<file path="src/rtl/adc_corr_pkg.sv">
`timescale 1ns/1ps
package adc_corr_pkg;

    localparam int unsigned CODE_W = 2;

    typedef logic [CODE_W-1:0] stage_code_t;

    localparam stage_code_t CODE_BAD = 2'd3;
    localparam stage_code_t CODE_TOP = 2'd2;

    // Slots a stage code must wait so it meets the last stage's code.
    function automatic int unsigned skew_slots(input int unsigned n_stages,
                                               input int unsigned stage_idx);
        return n_stages - 1 - stage_idx;
    endfunction

    // Map an out-of-range redundant code onto the highest legal one.
    function automatic stage_code_t clamp_redundant(input stage_code_t c);
        return (c == CODE_BAD) ? CODE_TOP : c;
    endfunction

endpackage

</file>
<file path="src/rtl/corr_lane_capture.sv">
`timescale 1ns/1ps
module corr_lane_capture
    import adc_corr_pkg::*;
#(
    parameter int unsigned NUM_STAGES = 9
) (
    input  logic                              clk,
    input  logic                              rst,
    input  logic                              strobe_i,
    input  logic [NUM_STAGES*CODE_W-1:0]      codes_i,
    output stage_code_t [NUM_STAGES-1:0]      lane_o,
    output logic                              aligned_o,
    output logic                              illegal_hit_o
);

    stage_code_t [NUM_STAGES-1:0] raw_q;
    logic        [NUM_STAGES-1:0] tag_q;   // tag_q[i]: strobe seen i slots before the captured slot
    logic        [NUM_STAGES-1:0] bad_w;

    always_ff @(posedge clk) begin
        if (rst) begin
            raw_q <= '0;
            tag_q <= '0;
        end else begin
            raw_q <= codes_i;
            tag_q <= {tag_q[NUM_STAGES-2:0], strobe_i};
        end
    end

    for (genvar i = 0; i < NUM_STAGES; i++) begin : g_lane
        if (i < NUM_STAGES - 1) begin : g_redundant
            assign lane_o[i] = clamp_redundant(raw_q[i]);
            assign bad_w[i]  = (raw_q[i] == CODE_BAD);
        end else begin : g_flash
            assign lane_o[i] = raw_q[i];
            assign bad_w[i]  = 1'b0;
        end
    end

    assign illegal_hit_o = |(bad_w & tag_q);
    assign aligned_o     = tag_q[NUM_STAGES-1];

endmodule

</file>
<file path="src/rtl/corr_skew_line.sv">
`timescale 1ns/1ps
module corr_skew_line #(
    parameter int unsigned DEPTH = 1,
    parameter int unsigned WIDTH = 2
) (
    input  logic             clk,
    input  logic             rst,
    input  logic [WIDTH-1:0] d_i,
    output logic [WIDTH-1:0] q_o
);

    logic [DEPTH-1:0][WIDTH-1:0] sr_q;

    always_ff @(posedge clk) begin
        if (rst) begin
            sr_q <= '0;
        end else begin
            sr_q[0] <= d_i;
            for (int s = 1; s < int'(DEPTH); s++) begin
                sr_q[s] <= sr_q[s-1];
            end
        end
    end

    assign q_o = sr_q[DEPTH-1];

endmodule

</file>
<file path="src/rtl/corr_weight_sum.sv">
`timescale 1ns/1ps
module corr_weight_sum
    import adc_corr_pkg::*;
#(
    parameter int unsigned NUM_STAGES = 9,
    localparam int unsigned OUT_W     = NUM_STAGES + 1
) (
    input  stage_code_t [NUM_STAGES-1:0] codes_i,
    output logic [OUT_W-1:0]             sum_o
);

    // Stage i (zero-based) carries weight 2^(NUM_STAGES-1-i); neighbours overlap by one bit.
    always_comb begin
        sum_o = '0;
        for (int i = 0; i < int'(NUM_STAGES); i++) begin
            sum_o = sum_o + (OUT_W'(codes_i[i]) << (int'(NUM_STAGES) - 1 - i));
        end
    end

endmodule

</file>
<file path="src/rtl/adc_digital_corr.sv">
`timescale 1ns/1ps
module adc_digital_corr
    import adc_corr_pkg::*;
#(
    parameter int unsigned NUM_STAGES = 9,
    localparam int unsigned OUT_W     = NUM_STAGES + 1,
    localparam int unsigned BUS_W     = NUM_STAGES * CODE_W
) (
    input  logic             clk,
    input  logic             rst,
    input  logic             smp_strobe_i,
    input  logic [BUS_W-1:0] stage_codes_i,
    output logic [OUT_W-1:0] result_o,
    output logic             result_vld_o,
    output logic             code_err_o
);

    stage_code_t [NUM_STAGES-1:0] lane_w;
    stage_code_t [NUM_STAGES-1:0] algn_w;
    logic                         aligned_w;
    logic                         hit_w;
    logic [OUT_W-1:0]             sum_w;

    corr_lane_capture #(.NUM_STAGES(NUM_STAGES)) u_capture (
        .clk           (clk),
        .rst           (rst),
        .strobe_i      (smp_strobe_i),
        .codes_i       (stage_codes_i),
        .lane_o        (lane_w),
        .aligned_o     (aligned_w),
        .illegal_hit_o (hit_w)
    );

    for (genvar i = 0; i < NUM_STAGES; i++) begin : g_skew
        if (skew_slots(NUM_STAGES, i) == 0) begin : g_direct
            assign algn_w[i] = lane_w[i];
        end else begin : g_delay
            corr_skew_line #(
                .DEPTH (skew_slots(NUM_STAGES, i)),
                .WIDTH (CODE_W)
            ) u_line (
                .clk (clk),
                .rst (rst),
                .d_i (lane_w[i]),
                .q_o (algn_w[i])
            );
        end
    end

    corr_weight_sum #(.NUM_STAGES(NUM_STAGES)) u_sum (
        .codes_i (algn_w),
        .sum_o   (sum_w)
    );

    always_ff @(posedge clk) begin
        if (rst) begin
            result_o     <= '0;
            result_vld_o <= 1'b0;
            code_err_o   <= 1'b0;
        end else begin
            result_vld_o <= aligned_w;
            if (aligned_w) begin
                result_o <= sum_w;
            end
            code_err_o <= code_err_o | hit_w;
        end
    end

endmodule

</file>
<file path="config.mk">
export PLATFORM = sky130hd
export DESIGN_NAME = adc_digital_corr
export DESIGN_NICKNAME = d
export VERILOG_FILES = /design/src/rtl/adc_corr_pkg.sv /design/src/rtl/corr_lane_capture.sv /design/src/rtl/corr_skew_line.sv /design/src/rtl/corr_weight_sum.sv /design/src/rtl/adc_digital_corr.sv
export SDC_FILE = /design/constraint.sdc
export NUM_CORES = 1
export LEC_CHECK = 0
export ABC_CLOCK_PERIOD_IN_PS = 2200
export BUFFER_PORTS_ARGS = -buffer_cell sky130_fd_sc_hd__buf_2
export CORE_ASPECT_RATIO = 1.25
export CORE_MARGIN = 2
export CORE_UTILIZATION = 58
export CTS_CLUSTER_DIAMETER = 150
export CTS_CLUSTER_SIZE = 28
export DETAILED_ROUTE_END_ITERATION = 10
export GPL_TIMING_DRIVEN = 0
export PLACE_DENSITY_LB_ADDON = 0.08
export SETUP_SLACK_MARGIN = 0.1
export SYNTH_ARGS = -nofsm -noshare
export SYNTH_HDL_FRONTEND = slang
export SYNTH_HIERARCHICAL = 1
export SYNTH_SLANG_ARGS = --single-unit
</file>
<file path="constraint.sdc">
create_clock -name clk -period 2.2 [get_ports clk]
set_input_delay 0.55 -clock clk [delete_from_list [all_inputs] [get_ports clk]]
set_output_delay 0.55 -clock clk [all_outputs]
set_load 0.01 [all_outputs]
</file>
==> run metrics, run 1 <==
Highest Clock Rate around 500 MHz; WL final between 4000 and 5000 µm; Top Ports 33; IO Port Bufs 32; initial DRC count 37; die height around 94 µm; row cnt 32; clock-pin slew on the worst setup and hold paths 0.10 ns; slew margin rel. between 30% and 40%; Unique masters post-synth 34; Synth Area per Inst 11.7 µm²; Antenna Cells 0; area share of xor/xnor cells in the synthesized design 1.40%; DR vias slightly above 2000; Switching Fraction 21.3%; Synth top area share 59.0%; Mapped Cells ~320; fill count 508; synthesized flop and latch total roughly 110; Clock Sinks between 100 and 150; commonest cells after routing, fill and taps aside dfxtp_1, nor2b_1, buf_2; Final Non-Filler Cells between 400 and 500; Hold Crit Start stage_codes_i[17]; outcome finished clean; antenna viol nets, final 0; Pleak 1.84 nW; Max-Cap Viols 0; H-tree depth 3; initial antenna violation count 0; CP arrival 2.19 ns; YS warnings 6; CTS max path bufs 2; Pre-Repair DR Iteration Count 4; worst r2r path cells 9; final slew viol count 0; Final Power 0.00325 W; Post-Place Worst Slack 0.0204 ns; crit share post-route between 80 and 90%; DP HPWL 3220 µm; Initial Util between 60 and 70%; largest net degree at the start of global routing 58; CP required ~2.4 ns; die width 76.1 µm; NetSw 0.000692 W; share of layout cells above drive strength 1 between 30% and 40%; CTS root buffer clkbuf_8; Post-synth EDFFs 0; routability cong. ~0.88; Critical R2R Capture result_o[7]; die area approximately 7200 µm²; startpoint types flip-flop; final setup vio count 0; Num CTS Buffers 9; Synth Area in Adders under 10%; Setup TNS Final 0 ns; Fin. Hold Viols 0; Sequential Area 2220 µm²; Post-Syn Nets 353; Setup Skew approximately 0.0088 ns; met3 Usage GRT ~5%; post-synthesis sequential area ratio 59.0%; Clk pwr share around a third; GRT busiest layer met2; FF-to-FF Start u_capture/lane_o[17]; largest family of logic cells by synthesized area simple AND/OR/NAND/NOR gates; footprint of the multi-input gates 1350 µm²; first-pass GRT wire length roughly 8000 µm; vias in the first global route ~1800; PD cells roughly 770 nW/µm²; commonest non-fill, non-tap cell in the layout dfxtp_1; post-layout min period ~2 ns; Area Overhead vs Synth 12.8%; CTS Hold Bufs 0; maximum VDD drop roughly 0.00053 V; Comb pwr share 3.9%; worst skew pair latency 0.35 ns; Synth area leader dfxtp_1; worst slew pin tran around 0.94 ns; minimum setup slack among reg-to-reg paths between 0.2 and 0.25 ns; Final WS setup 0.228 ns; asr flop ratio synth 0%; global route overflow 0; met2 Use GR between 20% and 30%; Via density between 4 and 5; Placed Cells 440; compound-cell area share of the yosys netlist 3.29%; Worst Hold End u_capture/lane_o[17]; Setup crit end kind flip-flop; Setup CP Type reg -> reg; RSZ-0062 raised after global routing false; top post-synthesis cells by area dfxtp_1, nor2b_1, nor2b_2, buf_4, mux2i_1; crit-path max FO 3; cell depth of the worst hold path 2; Post-synth top flop dfxtp_1; CTS tree built; hold crit path type in -> reg; mux cell area share after synthesis under 10%; met1 usage 16.1%; total global routing track utilization between 10% and 20%; Reg power frac 63.6%; DRC 0; Post-Synth Simple-Gate Area between 20% and 30%; core area roughly 6200 µm²; cell area after synthesis about 3800 µm²; nets between 300 and 400; Power Internal 0.00256 W; DR WL/cell roughly 10 µm
[worst max-delay path by stage]
| stage | startpoint | end | slack (ns) | cells past startpoint |
|---|---|---|---|---|
| CTS | u_capture/lane_o[17] | result_o[7] | 0.15 | 9 |
| floorplan | u_capture/lane_o[17] | result_o[7] | 0.27 | 9 |
| global placement | u_capture/lane_o[17] | result_o[7] | 0.09 | 9 |
| global route | u_capture/lane_o[17] | result_o[7] | 0.12 | 9 |
| finish | u_capture/lane_o[17] | result_o[7] | 0.23 | 9 |
| detailed placement | u_capture/lane_o[17] | result_o[7] | 0.02 | 9 |
[stage by stage]
step | cell area, µm² | hold WS (ns) | util [%]
finish | 4250 | 0.396 | 68.0
global route | 4250 | 0.382 | 68.0
CTS | 4220 | 0.377 | 67.6
floorplan | 3760 | 0.411 | -
global placement | 4030 | 0.413 | 64.5
detailed placement | 4030 | 0.418 | 64.5
[synth_stat cells, drive strengths merged, types with 2 or more instances]
library cell / count
nor2b: 96
nand2: 5
mux2i: 11
ha: 8
and3: 2
nor3: 2
and2b: 13
clkbuf: 8
xor2: 3
buf: 24
a21oi: 5
nand3: 5
xnor2: 3
o21ai: 2
a21o: 2
nor2: 12
dfxtp: 111
[cell families after synthesis]
family / Yosys count
simple gates: 137
flops: 111
buf+inv: 33
compound gates: 16
mux: 11
fa+ha+maj: 9
xor+xnor: 6
[cell type report]
class                           count  share of cell area (%)
Sequential cell                   111                    52.3
Multi-Input combinational cell    179                    31.7
Buffer                             32                    5.13
Timing Repair Buffer               34                    4.12
Clock buffer                       11                    3.33
Tap cell                           85                    2.50
Clock inverter                      5                   0.795
Inverter                            1                  0.0884
[layer usage]
layer  vias up  share of wire (%)
li1       1090                  -
met1       896                 44
met2        45                 50
met3         7                4.1
met4         0                2.0
met5         -                  0
[power by group through the flow]
stage,registers [W],logic (W),clock network (W)
after floorplan,0.00211,0.0000831,0
after global placement,0.00211,0.000124,0
after detailed placement,0.00212,0.000127,0
after CTS,0.00207,0.000128,0.00111
after global routing,0.00207,0.000143,0.00118
final,0.00207,0.000126,0.00106
[critical path: stages (launching register included)]
cell and delay (ns):
dfxtp_1 0.31, buf_4 0.13, ha_4 0.17, fa_2 0.39, a21o_1 0.20, a21oi_4 0.22
o21ai_2 0.09, xor2_1 0.15, mux2i_1 0.13, nor2_1 0.05
[registers in the layout (all words and copies together) (netlist names)]
name	flops
code_err_o	1
g_skew.g_delay.u_line/q_o	16
g_skew.g_delay.u_line/sr_q	56
result_o	10
result_vld_o	1
u_capture/lane_o	2
u_capture/raw_q	16
u_capture/tag_q	9
[timing repair]
action	in CTS	in global routing
setup buffers	1	1
cloned	0	0
setup endpoints to repair	1	1
pin swaps	1	3
gates resized for setup	2	4
endpoints found under the hold margin	0	0
(Power assumes the default switching activity.)
==> run 2, diff against run 1 <==
--- a/config.mk
+++ b/config.mk
@@ -5,11 +5,11 @@
 export SDC_FILE = /design/constraint.sdc
 export NUM_CORES = 1
 export LEC_CHECK = 0
-export ABC_CLOCK_PERIOD_IN_PS = 2200
+export ABC_CLOCK_PERIOD_IN_PS = 1740
 export BUFFER_PORTS_ARGS = -buffer_cell sky130_fd_sc_hd__buf_2
 export CORE_ASPECT_RATIO = 1.25
 export CORE_MARGIN = 2
-export CORE_UTILIZATION = 58
+export CORE_UTILIZATION = 35
 export CTS_CLUSTER_DIAMETER = 150
 export CTS_CLUSTER_SIZE = 28
 export DETAILED_ROUTE_END_ITERATION = 10
==> constraint.sdc (replaced) <==
create_clock -name clk -period 1.74 [get_ports clk]
set_input_delay 0.435 -clock clk [delete_from_list [all_inputs] [get_ports clk]]
set_output_delay 0.435 -clock clk [all_outputs]
set_load 0.01 [all_outputs]
==> run 2 against run 1 <==
Compared with the run above:
- the flow now finishes with violations (negative setup slack)
- via count increased by 0.74%
- non-clock buffer count unchanged
- critical path depth is 1 lower
- clock power increased by 130%
- fmax rose by 12%
- first-iteration DRC count grew 89%
- final cell count rose by 10%
- sequential power up 27%
- die area rose by 62%
- highest routed layer unchanged
==> run metrics, run 2 (synthesized netlist as in run 1, its figures left out) <==
RSZ-0062 raised after global routing true (was false); worst skew pair latency 0.34 ns (was 0.35 ns); DR vias 2053 (was 2038); Clock Sinks 111 (unchanged); global route overflow 0 (unchanged); post-layout min period 1.76 ns (was 1.97 ns); Initial Util 35.6% (was 60.3%); CP required 1.94 ns (was 2.42 ns); Pre-Repair DR Iteration Count 4 (unchanged); maximum VDD drop 0.000525 V (was 0.000528 V); CP arrival 1.96 ns (was 2.19 ns); largest net degree at the start of global routing 58 (unchanged); CTS root buffer clkbuf_16 (was clkbuf_8); DRC 0 (unchanged); die area 11600 µm² (was 7160 µm²); crit-path max FO 3 (unchanged); Highest Clock Rate 568 MHz (was 507 MHz); WL final 5580 µm (was 4710 µm); footprint of the multi-input gates 1480 µm² (was 1350 µm²); Setup TNS Final -0.0370 ns (was 0 ns); total global routing track utilization 10.5% (was 14.8%); Top Ports 33 (unchanged); DR WL/cell 11.0 µm (was 10.3 µm); Num CTS Buffers 9 (unchanged); die height 120 µm (was 94.1 µm); Reg power frac 50.2% (was 63.6%); worst r2r path cells 8 (was 9); failing checks negative setup slack; NetSw 0.000982 W (was 0.000692 W); Comb pwr share 3.2% (was 3.9%); clock-pin slew on the worst setup and hold paths 0.07 ns (was 0.10 ns); routability cong. 0.792 (was 0.883); Final WS setup -0.0219 ns (was 0.228 ns); Critical R2R Capture result_o[7] (unchanged); row cnt 42 (was 32); first-pass GRT wire length 9380 µm (was 8010 µm); Power Internal 0.00424 W (was 0.00256 W); Worst Hold End u_capture/raw_q[5] (was u_capture/lane_o[17]); commonest cells after routing, fill and taps aside dfxtp_1, nor2b_1, buf_2 (unchanged); minimum setup slack among reg-to-reg paths -0.02 ns (was 0.23 ns); Sequential Area 2230 µm² (was 2220 µm²); outcome finished with violations (was finished clean); startpoint types flip-flop (unchanged); Placed Cells 487 (was 440); final setup vio count 2 (was 0); worst slew pin tran 0.628 ns (was 0.944 ns); Switching Fraction 18.8% (was 21.3%); hold crit path type in -> reg (unchanged); Final Non-Filler Cells 505 (was 458); vias in the first global route 1996 (was 1842); FF-to-FF Start g_skew[7].g_delay.u_line/q_o[0] (was u_capture/lane_o[17]); IO Port Bufs 32 (unchanged); Pleak 1.95 nW (was 1.84 nW); nets 398 (unchanged); die width 96.8 µm (was 76.1 µm); Max-Cap Viols 0 (unchanged); Setup crit end kind flip-flop (unchanged); fill count 984 (was 508); CTS tree built (unchanged); cell depth of the worst hold path 2 (unchanged); max reg flops 56 (unchanged); Area Overhead vs Synth 23.2% (was 12.8%); Setup Skew 0.00595 ns (was 0.00884 ns); Setup CP Type reg -> reg (unchanged); PD cells 1130 nW/µm² (was 766 nW/µm²); DP HPWL 3480 µm (was 3220 µm); commonest non-fill, non-tap cell in the layout dfxtp_1 (unchanged); Clk pwr share 46.6% (was 32.6%); final slew viol count 0 (unchanged); Fin. Hold Viols 0 (unchanged); Hold Worst Slack 0.301 ns (was 0.396 ns); Final Util 43.9% (was 68.0%); Hold Crit Start stage_codes_i[5] (was stage_codes_i[17]); core area 10600 µm² (was 6250 µm²); share of layout cells above drive strength 1 35.9% (was 31.1%); initial antenna violation count 0 (unchanged); Biggest register g_skew.g_delay.u_line/sr_q (unchanged); CTS max path bufs 2 (unchanged); antenna viol nets, final 0 (unchanged); slew margin rel. 58.2% (was 37.1%); Via density 4.07 (was 4.45); H-tree depth 3 (unchanged); crit share post-route 101% (was 89.6%); initial DRC count 70 (was 37); Antenna Cells 0 (unchanged); Post-Place Worst Slack -0.270 ns (was 0.0204 ns)
-- run 2: cell types whose count changed in the layout (fill, tap and decap cells not counted), sizes merged --
cell	change
clkinv	-2
bufinv	+4
buf	-1
clkinvlp	-1
-- run 2: worst max-delay path, cell delays in order, from the launching register on --
cell     delay [ns]
dfxtp_2        0.33
ha_4           0.16
fa_2           0.33
a21o_1         0.22
a21oi_4        0.19
o21ai_2        0.08
xor2_1         0.14
mux2i_1        0.13
nor2_1         0.05
-- run 2: routing by layer --
metal  vias up  routed length [µm]  GRT usage (%)
met3         8                 219           3.79
met5         -                   0              0
li1       1097                   -              -
met4         0                 156           5.55
met1       911                2570           11.9
met2        37                2630           17.2
-- run 2: area by class of cell --
class	count	area share (%)
Inverter	1	0.0809
Clock inverter	6	2.86
Tap cell	132	3.56
Clock buffer	10	4.94
Sequential cell	111	48.0
Timing Repair Buffer	39	4.64
Buffer	27	3.97
Multi-Input combinational cell	179	31.9
-- run 2: through the flow --
step	area, µm²	power (W)
4_1_cts	4560	0.00529
6_report	4640	0.00522
3_3_place_gp	4110	0.00284
3_5_place_dp	4110	0.00284
2_1_floorplan	3780	0.00278
5_1_grt	4640	0.00542
-- run 2: power groups by stage --
stage | Sequential, W | Combinational, W | Clock, W
6_report | 0.00262 | 0.000168 | 0.00243
5_1_grt | 0.00262 | 0.000190 | 0.00260
4_1_cts | 0.00262 | 0.000170 | 0.00250
3_5_place_dp | 0.00268 | 0.000166 | 0
3_3_place_gp | 0.00268 | 0.000164 | 0
2_1_floorplan | 0.00267 | 0.000106 | 0
-- run 2: repair_timing --
action / CTS / global route
endpoints found under the hold margin: 0 / 0
resized for setup: 14 / 15
endpoints found under the setup margin: 4 / 9
setup buffers: 3 / 4
hold buffers: 0 / 0
pin swaps: 9 / 16
-- run 2: worst max-delay path by stage --
stage                                         start  slack (ns)          end  depth (start not counted)
floorplan                      u_capture/lane_o[17]       -0.03  result_o[7]                          9
global placement               u_capture/lane_o[17]       -0.23  result_o[7]                          9
detailed placement             u_capture/lane_o[17]       -0.27  result_o[7]                          9
CTS                 g_skew[7].g_delay.u_line/q_o[0]       -0.14  result_o[7]                          8
global route                   u_capture/lane_o[17]       -0.12  result_o[7]                          8
finish              g_skew[7].g_delay.u_line/q_o[0]       -0.02  result_o[7]                          8
